<file path="src/rtl/lbm_pkg.sv">
package lbm_pkg;

    localparam int CPU_AW   = 16;
    localparam int PRG_AW   = 20;
    localparam int CFG_W    = 11;
    localparam int PAD_W    = 4;
    localparam int BANK_W   = 3;
    localparam int PASS_LSB = PAD_W;
    localparam int PASS_MSB = 13;

    typedef struct packed {
        logic       pad_sel;
        logic       last_fix;
        logic       outer_hi;
        logic       nrom;
        logic [1:0] outer_lo;
        logic [1:0] inner_hi;
        logic       inner_lo;
        logic       horiz;
        logic       a14_pass;
    } cfg_t;

    typedef enum logic [1:0] {
        MAP_FIXED_FIRST = 2'd0,
        MAP_FIXED_LAST  = 2'd1,
        MAP_NROM16      = 2'd2,
        MAP_NROM32      = 2'd3
    } map_mode_e;

    function automatic map_mode_e mode_of(cfg_t c);
        if (c.nrom) return c.a14_pass ? MAP_NROM32 : MAP_NROM16;
        return c.last_fix ? MAP_FIXED_LAST : MAP_FIXED_FIRST;
    endfunction

    function automatic logic [BANK_W-1:0] switch_bank(cfg_t c, logic a14);
        return {c.inner_hi, (c.a14_pass ? a14 : c.inner_lo)};
    endfunction

    function automatic logic [BANK_W-1:0] inner_bank(cfg_t c, logic a14);
        logic [BANK_W-1:0] b;
        unique case (mode_of(c))
            MAP_NROM16, MAP_NROM32: b = switch_bank(c, a14);
            MAP_FIXED_FIRST:        b = a14 ? '0 : switch_bank(c, a14);
            MAP_FIXED_LAST:         b = a14 ? '1 : switch_bank(c, a14);
            default:                b = '0;
        endcase
        return b;
    endfunction

    function automatic logic [BANK_W-1:0] outer_bank(cfg_t c);
        return {c.outer_hi, c.outer_lo};
    endfunction

endpackage

</file>
<file path="src/rtl/lbm_mode_reg.sv">
module lbm_mode_reg
    import lbm_pkg::*;
(
    input  logic             clk,
    input  logic             rst,
    input  logic             load,
    input  logic [CFG_W-1:0] addr_bits,
    output cfg_t             cfg_q
);

    always_ff @(posedge clk) begin
        if (rst) begin
            cfg_q <= '0;
        end else if (load) begin
            cfg_q <= cfg_t'(addr_bits);
        end
    end

endmodule

</file>
<file path="src/rtl/lbm_prg_map.sv">
module lbm_prg_map
    import lbm_pkg::*;
#(
    parameter bit PAD_SEL_EN = 1'b1
) (
    input  cfg_t              cfg,
    input  logic [14:0]       cpu_lo,
    input  logic [PAD_W-1:0]  pads,
    output logic [PRG_AW-1:0] prg_addr
);

    logic [BANK_W-1:0] inner_w;
    logic [BANK_W-1:0] outer_w;
    logic [PAD_W-1:0]  low_w;

    always_comb begin
        inner_w = inner_bank(cfg, cpu_lo[14]);
        outer_w = outer_bank(cfg);
    end

    generate
        if (PAD_SEL_EN) begin : g_pad
            always_comb low_w = cfg.pad_sel ? pads : cpu_lo[PAD_W-1:0];
        end else begin : g_nopad
            always_comb low_w = cpu_lo[PAD_W-1:0];
        end
    endgenerate

    always_comb begin
        prg_addr = {outer_w, inner_w, cpu_lo[PASS_MSB:PASS_LSB], low_w};
    end

endmodule

</file>
<file path="src/rtl/lbm_ppu_side.sv">
module lbm_ppu_side
    import lbm_pkg::*;
#(
    parameter bit CHR_WP_EN = 1'b1
) (
    input  cfg_t cfg,
    input  logic ppu_a10,
    input  logic ppu_a11,
    input  logic ppu_wr_stb,
    output logic ciram_a10,
    output logic chr_we
);

    always_comb ciram_a10 = cfg.horiz ? ppu_a11 : ppu_a10;

    generate
        if (CHR_WP_EN) begin : g_wp
            always_comb chr_we = ppu_wr_stb & ~cfg.nrom;
        end else begin : g_open
            always_comb chr_we = ppu_wr_stb;
        end
    endgenerate

endmodule

</file>
<file path="src/rtl/latch_bank_mapper.sv">
module latch_bank_mapper
    import lbm_pkg::*;
#(
    parameter bit PAD_SEL_EN = 1'b1,
    parameter bit CHR_WP_EN  = 1'b1
) (
    input  logic              clk,
    input  logic              rst,
    input  logic [CPU_AW-1:0] cpu_addr,
    input  logic              cpu_rw,
    input  logic              cpu_wr_stb,
    input  logic [PAD_W-1:0]  pads,
    input  logic              ppu_a10,
    input  logic              ppu_a11,
    input  logic              ppu_wr_stb,
    output logic [PRG_AW-1:0] prg_addr,
    output logic              prg_oe,
    output logic              ciram_a10,
    output logic              chr_we
);

    cfg_t cfg_q;
    logic cart_hit;
    logic reg_load;

    always_comb begin
        cart_hit = cpu_addr[CPU_AW-1];
        reg_load = cpu_wr_stb & cart_hit;
        prg_oe   = cpu_rw & cart_hit;
    end

    lbm_mode_reg u_reg (
        .clk       (clk),
        .rst       (rst),
        .load      (reg_load),
        .addr_bits (cpu_addr[CFG_W-1:0]),
        .cfg_q     (cfg_q)
    );

    lbm_prg_map #(.PAD_SEL_EN(PAD_SEL_EN)) u_prg (
        .cfg      (cfg_q),
        .cpu_lo   (cpu_addr[14:0]),
        .pads     (pads),
        .prg_addr (prg_addr)
    );

    lbm_ppu_side #(.CHR_WP_EN(CHR_WP_EN)) u_ppu (
        .cfg        (cfg_q),
        .ppu_a10    (ppu_a10),
        .ppu_a11    (ppu_a11),
        .ppu_wr_stb (ppu_wr_stb),
        .ciram_a10  (ciram_a10),
        .chr_we     (chr_we)
    );

endmodule

</file>
<file path="config.mk">
export PLATFORM = sky130hd
export DESIGN_NAME = latch_bank_mapper
export DESIGN_NICKNAME = d
export VERILOG_FILES = /design/src/rtl/lbm_pkg.sv /design/src/rtl/lbm_mode_reg.sv /design/src/rtl/lbm_prg_map.sv /design/src/rtl/lbm_ppu_side.sv /design/src/rtl/latch_bank_mapper.sv
export SDC_FILE = /design/constraint.sdc
export NUM_CORES = 1
export LEC_CHECK = 0
export ABC_AREA = 0
export BUFFER_PORTS_ARGS = -buffer_cell sky130_fd_sc_hd__buf_2
export CAP_MARGIN = 20
export CORE_ASPECT_RATIO = 0.7
export CORE_MARGIN = 4
export CORE_UTILIZATION = 40
export CTS_CLUSTER_SIZE = 24
export DETAILED_ROUTE_END_ITERATION = 10
export PLACE_DENSITY = 0.77
export SYNTH_ARGS = -nofsm -noshare
export SYNTH_HDL_FRONTEND = slang
export SYNTH_SLANG_ARGS = --single-unit
</file>
<file path="constraint.sdc">
create_clock -name clk -period 0.9 [get_ports clk]
set_input_delay 0.045 -clock clk [delete_from_list [all_inputs] [get_ports clk]]
set_output_delay 0.045 -clock clk [all_outputs]
set_load 0.02 [all_outputs]
</file>
# Yosys cells after proc, flatten, opt, wreduce, memory -nomap -nowiden

Index checks and enable logic that the tools add are counted.

Eq/ne operators: 3
Multiplexer cells: 12
Bitwise operators: 4
Reductions and logical operators: 2

Operators by type and width:

| kind                                                                   | count |
|---|---|
| 3-bit case mux with 3 select lines                                     | 1 |
| 1-bit 2-to-1 mux                                                       | 6 |
| 3-bit 2-to-1 mux                                                       | 2 |
| 2-bit equality test (second input constant)                            | 2 |
| 2-bit 2-to-1 mux                                                       | 2 |
| 4-bit 2-to-1 mux                                                       | 1 |
| 1-bit bitwise AND                                                      | 3 |
| 2-bit by 1-bit equality test with 1-bit output (second input constant) | 1 |
| 2-bit logical NOT                                                      | 1 |
| 2-bit OR reduction                                                     | 1 |
| 1-bit inverter                                                         | 1 |

Register bits after elaboration: 11
Input port bits: 27
Output and inout port bits: 23

# Logic depth before layout (Yosys ltp)

Gate-level depths: netlist of run 1.

Depth after elaboration: 6
Depth in mapped cells: 3
Depth with buffers taken out: 2

# Hierarchy

A second synthesis of run 1 with hierarchy kept.

Cell total of the unflattened synthesis: 64
Area total of the unflattened synthesis: 639.4 µm²

By module, submodules not included:

| module            | instances | cells an instance | area an instance (µm²) | sequential area each (µm²) |
|---|---|---|---|---|
| lbm_mode_reg      | 1         | 35                | 386.6                  | 220.2 |
| lbm_prg_map       | 1         | 25                | 219.0                  | 0.0 |
| lbm_ppu_side      | 1         | 2                 | 21.3                   | 0.0 |
| latch_bank_mapper | 1         | 2                 | 12.5                   | 0.0 |

# Worst setup path before layout of run 1

OpenSTA, ideal clock, no wires.

Kind: register -> output
From: register u_reg.cfg_q[7] (netlist name)
To: output port prg_addr[15]
Arrival: 864 ps
Required time: 855 ps
Setup slack: -9 ps
Stages on the path, launching flop included: 3
Buffers on the path: 0
Path through: dfxtp_1 > nor2b_2 > mux2_1

Word-level cells in the longest chain between the ends: 5

RTL lines:

| item                                   | line                    | text |
|---|---|---|
| 1-bit 2-to-1 mux (*)                   | lbm_pkg.sv:31           | `if (c.nrom) return c.a14_pass ? MAP_NROM32 : MAP_NROM16;` |
| 2-bit 2-to-1 mux (*)                   | lbm_pkg.sv:32           | `return c.last_fix ? MAP_FIXED_LAST : MAP_FIXED_FIRST;` |
| 2-bit equality test                    | lbm_pkg.sv:41           | `unique case (mode_of(c))` |
| 2-bit OR reduction                     | lbm_pkg.sv:41           |  |
| 3-bit case mux with 3 select lines (*) | lbm_pkg.sv:41           |  |
| to (decl)                              | latch_bank_mapper.sv:16 | `output logic [PRG_AW-1:0] prg_addr,` |

Mark *: on every way between the ends. The rest lies on a longest branch, timed or not.

# Final worst setup path of run 1

From: register u_reg.cfg_q[7] (netlist name)
To: output port prg_addr[16]

Word-level cells in the longest chain between the ends: 5

RTL lines:

| item                                   | line |
|---|---|
| 1-bit 2-to-1 mux (*)                   | lbm_pkg.sv:31 |
| 2-bit 2-to-1 mux (*)                   | lbm_pkg.sv:32 |
| 2-bit equality test                    | lbm_pkg.sv:41 |
| 2-bit OR reduction                     | lbm_pkg.sv:41 |
| 3-bit case mux with 3 select lines (*) | lbm_pkg.sv:41 |

Marks and branches as above.

==> results of run 1 <==
==> through the flow <==
stage          hold WS, ns  TNS [ns]  total power, uW
2_1_floorplan       0.1074         0            791.6
3_3_place_gp       0.09014   -0.2515            847.2
3_5_place_dp       0.09014   -0.3452            851.2
4_1_cts            0.02817    -2.319             1246
5_1_grt            0.03750    -2.612             1317
6_report           0.03289    -2.270             1243
==> tightest hold or removal path: stages <==
cell     delay, ns
buf_2         0.10
nand3_1       0.07
a21oi_2       0.05
==> path summary, 6_finish.rpt <==
kind,start,endpoint,slack [ns]
min reg2reg,u_reg.cfg_q[6],u_reg.cfg_q[6],0.58
min,cpu_addr[10],u_reg.cfg_q[10],0.03
max,u_reg.cfg_q[7],prg_addr[16],-0.34
max reg2reg,u_reg.cfg_q[7],u_reg.cfg_q[7],0.06
==> cell type report <==
| class | count | area (um2) | share of cell area, % |
|---|---|---|---|
| multi-input combinational | 48 | 434.2 | 43.92 |
| timing repair buffer | 44 | 275.3 | 27.85 |
| sequential | 11 | 226.5 | 22.91 |
| clock buffer | 4 | 26.28 | 2.658 |
| tap | 21 | 26.28 | 2.658 |
==> where the power goes <==
group          leakage (uW)  total [uW]  internal [uW]  switching, uW
registers         0.0000915         525            508           17.1
clock network     0.0000150         336            171            165
logic              0.000343         381            189            192
==> repair_timing <==
action / 4_1_cts / 5_1_grt
setup buffers: 0 / 0
setup endpoints to repair: 9 / 10
gates resized for setup: 27 / 4
gates cloned: 0 / 0
pin swaps: 0 / 2
==> Yosys cell counts <==
master and number:
buf_4 15, mux2_2 5, buf_6 2, nand2_1 1
and2_2 1, a21bo_2 2, a21bo_1 9, nand2b_1 2
a21oi_2 10, mux2_1 2, nor2b_2 1, nor3b_1 1
a21oi_1 1, nand3_1 11, dfxtp_1 11, buf_2 1
nor2b_1 1, a31oi_1 1
==> metal layers <==
metal  vias up  global-route usage, %
met5         -                      0
met4         0                  1.327
met3         0                  7.580
met2        33                  22.20
met1       278                  15.71
li1        320                      -
==> kinds of logic after synthesis <==
kind of cell           Yosys count  synth area share (%)
AO/OA/AOI/OAI                   23                 27.88
flip-flops                      11                 29.38
multiplexers                     7                 10.52
buffers and inverters           18                 18.70
AND/OR/NAND/NOR                 18                 13.52
==> flow_summary.toml, run 1 <==
[run_status]
violations = "setup timing"
status = "finished with violations"

[clock_network]
clkLatencyLatePin_ns = 0.26
htree_levels = 1
cts_num_sinks = 11
hold_buffers = 0
clk_pin_slew_ns = 0.07
cts_made_buffers = 3
clockRootBuffer = "clkbuf_4"
clockBufferDepth = 2
cts_tree = "yes"

[critical_path]
end_kind = "output pin"
start_kind = "flip-flop"
crit_family = "flip-flops"
cpPeakStageDelay_ns = 0.34
cp_slowest_cell = "dfxtp_2"
cp.arrival_ns = 1.19
timing_worst_setup_path_type = "flip-flop to output pin"
crit_fanout = 2
worstPathRequired_ns = 0.85
path_depth = 3
path_cells = "nor2b_4 -> mux2_4 -> buf_6"
critPathBufInv = 1
reg2reg_depth = 3

[timing]
drv_slew = 0
relSlewSlack_pct = 73.98
final-setup-viol-count = 9
period_needed_ns = 1.237
rsz0062_at_grt = "yes"
final.setup.worst_slack_ns = -0.3371
post-route-period-util_pct = 137.5
hold_viol = 0
max_freq_mhz = 808.4
skew_ns = 0
worstMarginPinSlew_ns = 0.3903

[logic_synthesis]
yosysSeqAreaShare_pct = 29.38
syn_nets = 104
synth_seq_cells = 11
yosysTopAreaCell = "dfxtp_1"
syn_area_um2 = 749.5
avgSynthCellArea_um2 = 9.733
syn_inst = 77
synth_top_area_share_pct = 29.38
yosys-top-cells-area = "dfxtp_1, buf_4, a21bo_1"
yosys_warnings = 0
synthDistinctLibCells = 18

[layout]
fin_util_pct = 58.78
syn_to_final_growth_pct = 31.89
fin_area_um2 = 988.4
n_fill_cell = 159
nets = 135
layout_common_cells = "buf_2, nand3_1, a21oi_2"
reg_top3 = "u_reg.cfg_q (11)"
largest_register = "u_reg.cfg_q"
largest_register_ffs = 11
mostFrequentLayoutCell = "buf_2"
final_cell_count_no_fill = 128
diodes = 0
drive_above_1_share_pct = 68.22

[die]
die_width_um = 59.74
die_h_um = 44.22
io_pins = 50
die_area_um2 = 2641
coreArea_um2 = 1682
num_rows = 12
start_util_pct = 44.57

[placement]
gp_congestion = 0.6579
pre_cts_ws_ns = -0.06819
port_buffers = 43
hpwl_mm = 1.132
place_inst = 124
postPlaceCellArea_um2 = 858.3

[flow_run]
maxCapViolations = 0

[routing]
wire_per_inst_um = 13.45
vias_per_cell = 4.930
drt_iter0_markers = 7
drt-total-wl_mm = 1.722
wl_met2_um = 779
drc = 0
wl_met1_um = 716
drt_first_pass_iters = 4
drtAntennaViolNets = 0
vias = 631
wl_met3_um = 226
top_layer_used = "met3"

[grt]
grtUsageTotal_pct = 13.41
first_global_vias = 599
grt_pass1_wl_mm = 2.697
grt_max_degree = 24
antenna_found_initial = 0
grt_remaining_overflow = 0

[power]
power.leakage_uw = 0.0004493
p_per_area_nw_per_um2 = 1257
peakVddDrop_mv = 1.159

[hold_path]
holdPathStages = 3
hold_class = "input pin to flip-flop"
Power figures use the tool's default switching activity.
==> run 2, diff against run 1 <==
CORE_MARGIN = 5   (was 4)
==> run 2 against run 1 <==
  * The run still ends with setup timing left
  * Clock skew unchanged
  * Largest power group unchanged
  * Hold slack improved by 0.0039 ns
  * First-iteration DRC count increased by 86%
  * Largest cell class unchanged
  * Core utilization decreased by 4.6 points
==> flow_summary.toml, run 2 (synthesis results as in run 1) <==
[run_status]
status = "finished with violations"
violations = "setup timing"

[layout]
largest_register_ffs = 11
n_fill_cell = 175
fin_area_um2 = 987.2
nets = 136
mostFrequentLayoutCell = "buf_2"
reg_top3 = "u_reg.cfg_q (11)"
layout_common_cells = "buf_2, nand3_1, a21oi_2"
fin_util_pct = 54.19
syn_to_final_growth_pct = 31.72
largest_register = "u_reg.cfg_q"
diodes = 0
drive_above_1_share_pct = 67.59

[grt]
first_global_vias = 627
grt_pass1_wl_mm = 2.835
grt_remaining_overflow = 0
antenna_found_initial = 0
grtUsageTotal_pct = 13.67
grt_max_degree = 24

[critical_path]
crit_fanout = 2
end_kind = "output pin"
critPathBufInv = 1
start_kind = "flip-flop"
rrSetupSlack_ns = 0.01
rr_endpoint = "u_reg.cfg_q[7]"
path_depth = 3
path_cells = "nor2b_4 -> mux2_4 -> buf_6"
timing.rr.start = "u_reg.cfg_q[7]"
worstPathRequired_ns = 0.85
cpPeakStageDelay_ns = 0.34
reg2reg_depth = 3
crit_family = "flip-flops"
cp_slowest_cell = "dfxtp_2"
cp.arrival_ns = 1.19
timing_worst_setup_path_type = "flip-flop to output pin"

[timing]
rsz0062_at_grt = "yes"
hold_viol = 0
relSlewSlack_pct = 74.24
skew_ns = 0
period_needed_ns = 1.230
post-route-period-util_pct = 136.7
drv_slew = 0
final.setup.worst_slack_ns = -0.3300
max_freq_mhz = 813.0
final-setup-viol-count = 9
fin_setup_tns_ns = -2.301
hold_ws_ns = 0.03674
worstMarginPinSlew_ns = 0.3864

[routing]
wl_met1_um = 810
wire_per_inst_um = 13.85
wl_met3_um = 207
wl_met2_um = 772
drtAntennaViolNets = 0
top_layer_used = "met4"
vias_per_cell = 4.962
vias = 645
drt-total-wl_mm = 1.800
drc = 0
drt_first_pass_iters = 2
drt_iter0_markers = 13

[placement]
port_buffers = 43
gp_congestion = 0.6701
hpwl_mm = 1.219
postPlaceCellArea_um2 = 859.6

[die]
start_util_pct = 41.14
die_width_um = 61.74
die_area_um2 = 2853
num_rows = 13
coreArea_um2 = 1822
io_pins = 50
die_h_um = 46.22

[clock_network]
hold_buffers = 0
clockBufferDepth = 2
htree_levels = 1
clockRootBuffer = "clkbuf_4"
cts_tree = "yes"
cts_num_sinks = 11
clk_pin_slew_ns = 0.07
cts_made_buffers = 3
clkLatencyLatePin_ns = 0.27

[power]
clockPowerShare_pct = 27.5
p_per_area_nw_per_um2 = 1269
peakVddDrop_mv = 1.150
power.leakage_uw = 0.0004535
combPwrFrac_pct = 30.4
switchingPower_uw = 384.0
p_seq_share_pct = 42.0
p_sw_share_pct = 30.66
p_int_uw = 868.5

[hold_path]
hold_class = "input pin to flip-flop"
hold_end = "u_reg.cfg_q[1]"
holdPathStages = 3
hold_start = "cpu_addr[1]"

[flow_run]
maxCapViolations = 0
==> run 2: cell types whose count changed in the layout (fill, tap and decap cells not counted) <==
cell,previous run,this run
a31oi_1,0,1
a31oi_2,1,0
buf_4,2,4
buf_6,8,7
==> run 2: routing by layer <==
layer | track usage (%) | vias to the layer above
met5 | 0 | -
met1 | 17.00 | 292
li1 | - | 319
met4 | 2.542 | 0
met2 | 21.29 | 32
met3 | 7.003 | 2
==> run 2: worst register-to-register path: cells and delay by family (launching register included) <==
kind,cells,cell delay [ns]
flip-flops,1,0.36
AO/OA/AOI/OAI,2,0.33
buffers and inverters,1,0.13
==> run 2: how the worst max path moves through the flow <==
stage | to | startpoint
finish | prg_addr[15] | u_reg.cfg_q[7]
global route | prg_addr[15] | u_reg.cfg_q[7]
CTS | prg_addr[15] | u_reg.cfg_q[7]
detailed placement | prg_addr[15] | u_reg.cfg_q[7]
global placement | prg_addr[15] | u_reg.cfg_q[7]
floorplan | prg_addr[15] | u_reg.cfg_q[7]
==> run 2: what timing repair did <==
| item | CTS | global route |
|---|---|---|
| gates resized for setup | 29 | 0 |
| setup buffers | 0 | 1 |
| endpoints found under the setup margin | 9 | 10 |
| pin swaps | 0 | 1 |
==> run 2: through the flow <==
| stage | worst slack (ns) | instances | power, uW |
|---|---|---|---|
| after floorplan | 0.01449 | 77 | 791.6 |
| after global placement | -0.04781 | 125 | 847.1 |
| after detailed placement | -0.07269 | 125 | 854.5 |
| after CTS | -0.3276 | 129 | 1258 |
| after global routing | -0.3774 | 130 | 1329 |
| final | -0.3300 | 130 | 1252 |
==> run 2: layout make-up <==
| class | count | area (um2) | share of cell area, % |
|---|---|---|---|
| clock buffers | 4 | 26.28 | 2.662 |
| multi-input cells | 48 | 427.9 | 43.35 |
| flip-flops and latches | 11 | 226.5 | 22.94 |
| well taps | 22 | 27.53 | 2.788 |
| repair buffers | 45 | 279.0 | 28.26 |
==> run 2: power by group through the flow <==
stage	clock [uW]	sequential (uW)	combinational, uW
2_1_floorplan	0	531	260
5_1_grt	390	530	408
3_3_place_gp	0	533	314
6_report	345	526	381
4_1_cts	354	526	378
3_5_place_dp	0	535	320
==> run 3, diff against run 2 <==
PLACE_DENSITY = unset   (was 0.77)
PLACE_DENSITY_LB_ADDON = 0.1   (was unset)
SKIP_CTS_REPAIR_TIMING = 1   (was unset)
==> run 3 against run 2 <==
  * The flow still finishes with violations (setup timing)
  * Wire length is 5.0% lower
  * Cell area rose by 1.3%
  * Sequential share of layout area down 0.29 points
  * Clock skew unchanged
  * Final cell count increased by 1.5%
  * Clock power decreased by 3%
  * Core utilization rose by 0.69 points
  * Sequential power barely moved
==> flow_summary.toml, run 3 (synthesis results as in run 1) <==
[die]
die_width_um = 61.74
die_h_um = 46.22
coreArea_um2 = 1822
num_rows = 13
die_area_um2 = 2853
io_pins = 50
start_util_pct = 41.14

[timing]
hold_viol = 0
final.setup.worst_slack_ns = -0.3280
skew_ns = 0
period_needed_ns = 1.228
final-setup-viol-count = 9
rsz0062_at_grt = "yes"
relSlewSlack_pct = 76.35
drv_slew = 0
worstMarginPinSlew_ns = 0.3548
hold_ws_ns = 0.02981
max_freq_mhz = 814.3
post-route-period-util_pct = 136.4

[layout]
drive_above_1_share_pct = 68.18
largest_register_ffs = 11
largest_register = "u_reg.cfg_q"
nets = 138
reg_top3 = "u_reg.cfg_q (11)"
mostFrequentLayoutCell = "buf_2"
fin_area_um2 = 999.7
syn_to_final_growth_pct = 33.39
diodes = 0
layout_common_cells = "buf_2, nand3_1, a21oi_2"

[routing]
vias_per_cell = 4.962
drt_first_pass_iters = 2
vias = 655
drc = 0
drt_iter0_markers = 9
drt-total-wl_mm = 1.710
drtAntennaViolNets = 0
wire_per_inst_um = 12.95

[grt]
antenna_found_initial = 0
grtUsageMet1_pct = 12.58
grt_util_met2_pct = 17.95
grt_max_degree = 23
grt_remaining_overflow = 0
first_global_vias = 572
grtUsageTotal_pct = 11.54
grt.busiest_layer = "met2"
grt_pass1_wl_mm = 2.297
use_met3_pct = 6.162

[clock_network]
cts_made_buffers = 3
cts_num_sinks = 11
clockBufferDepth = 2
clkLatencyLatePin_ns = 0.27
cts_tree = "yes"
clockRootBuffer = "clkbuf_4"
htree_levels = 1
clk_pin_slew_ns = 0.07

[critical_path]
cp_slowest_cell = "dfxtp_2"
reg2reg_depth = 3
timing.rr.start = "u_reg.cfg_q[7]"
cpPeakStageDelay_ns = 0.33
worstPathRequired_ns = 0.85
end_kind = "output pin"
timing_worst_setup_path_type = "flip-flop to output pin"
rrSetupSlack_ns = 0.03
path_cells = "nor2b_4 -> mux2_4 -> buf_6"
critPathBufInv = 1
rr_endpoint = "u_reg.cfg_q[7]"
start_kind = "flip-flop"
crit_fanout = 2
crit_family = "flip-flops"
cp.arrival_ns = 1.18

[hold_path]
holdPathStages = 3
hold_end = "u_reg.cfg_q[10]"
hold_class = "input pin to flip-flop"
hold_start = "cpu_addr[10]"

[power]
p_per_area_nw_per_um2 = 1243
power.leakage_uw = 0.0004638
peakVddDrop_mv = 1.016

[flow_run]
maxCapViolations = 0

[placement]
pre_cts_ws_ns = -0.09818
hpwl_mm = 1.208
port_buffers = 43
postPlaceCellArea_um2 = 882.1
gp_congestion = 0.6758

[run_status]
status = "finished with violations"
violations = "setup timing"
-- run 3: cell types whose count changed in the layout (fill, tap and decap cells not counted), sizes merged --
cell	before	now
buf	45	47
-- run 3: tightest hold or removal path, stage by stage --
cell     delay (ns)
buf_2          0.10
nand3_1        0.07
a21oi_2        0.05
-- run 3: layout make-up --
cell class	count	area (um2)
sequential	11	226.5
fill	172	822.0
multi-input combinational	48	425.4
clock buffer	4	26.28
tap	22	27.53
timing repair buffer	47	294.0
-- run 3: metal layers --
layer	part of all wire, %	up-vias
li1	-	324
met1	41	296
met2	45	31
met3	11	4
met4	2.0	0
met5	0	-
-- run 3: worst max-delay path by stage --
stage | from | end | depth (start not counted) | slack, ns
finish | u_reg.cfg_q[7] | prg_addr[15] | 3 | -0.33
global route | u_reg.cfg_q[7] | prg_addr[15] | 3 | -0.37
CTS | u_reg.cfg_q[7] | prg_addr[15] | 3 | -0.40
detailed placement | u_reg.cfg_q[7] | prg_addr[15] | 3 | -0.1
global placement | u_reg.cfg_q[7] | prg_addr[15] | 3 | -0.06
floorplan | u_reg.cfg_q[7] | prg_addr[15] | 2 | 0.01
-- run 3: through the flow --
stage	cells	TNS [ns]	total power [uW]	utilization [%]
after CTS	132	-2.889	1198	49.86
after floorplan	77	0	791.6	-
after detailed placement	128	-0.3992	861.3	48.42
after global placement	128	-0.2825	858.9	48.42
final	132	-2.267	1243	54.88
after global routing	132	-2.678	1316	54.88
-- run 3: power breakdown --
group	switching, uW	leakage (uW)	internal, uW
registers	16.8	0.0000915	509
logic	189	0.000357	193
clock network	164	0.0000150	172
total	369	0.000464	873
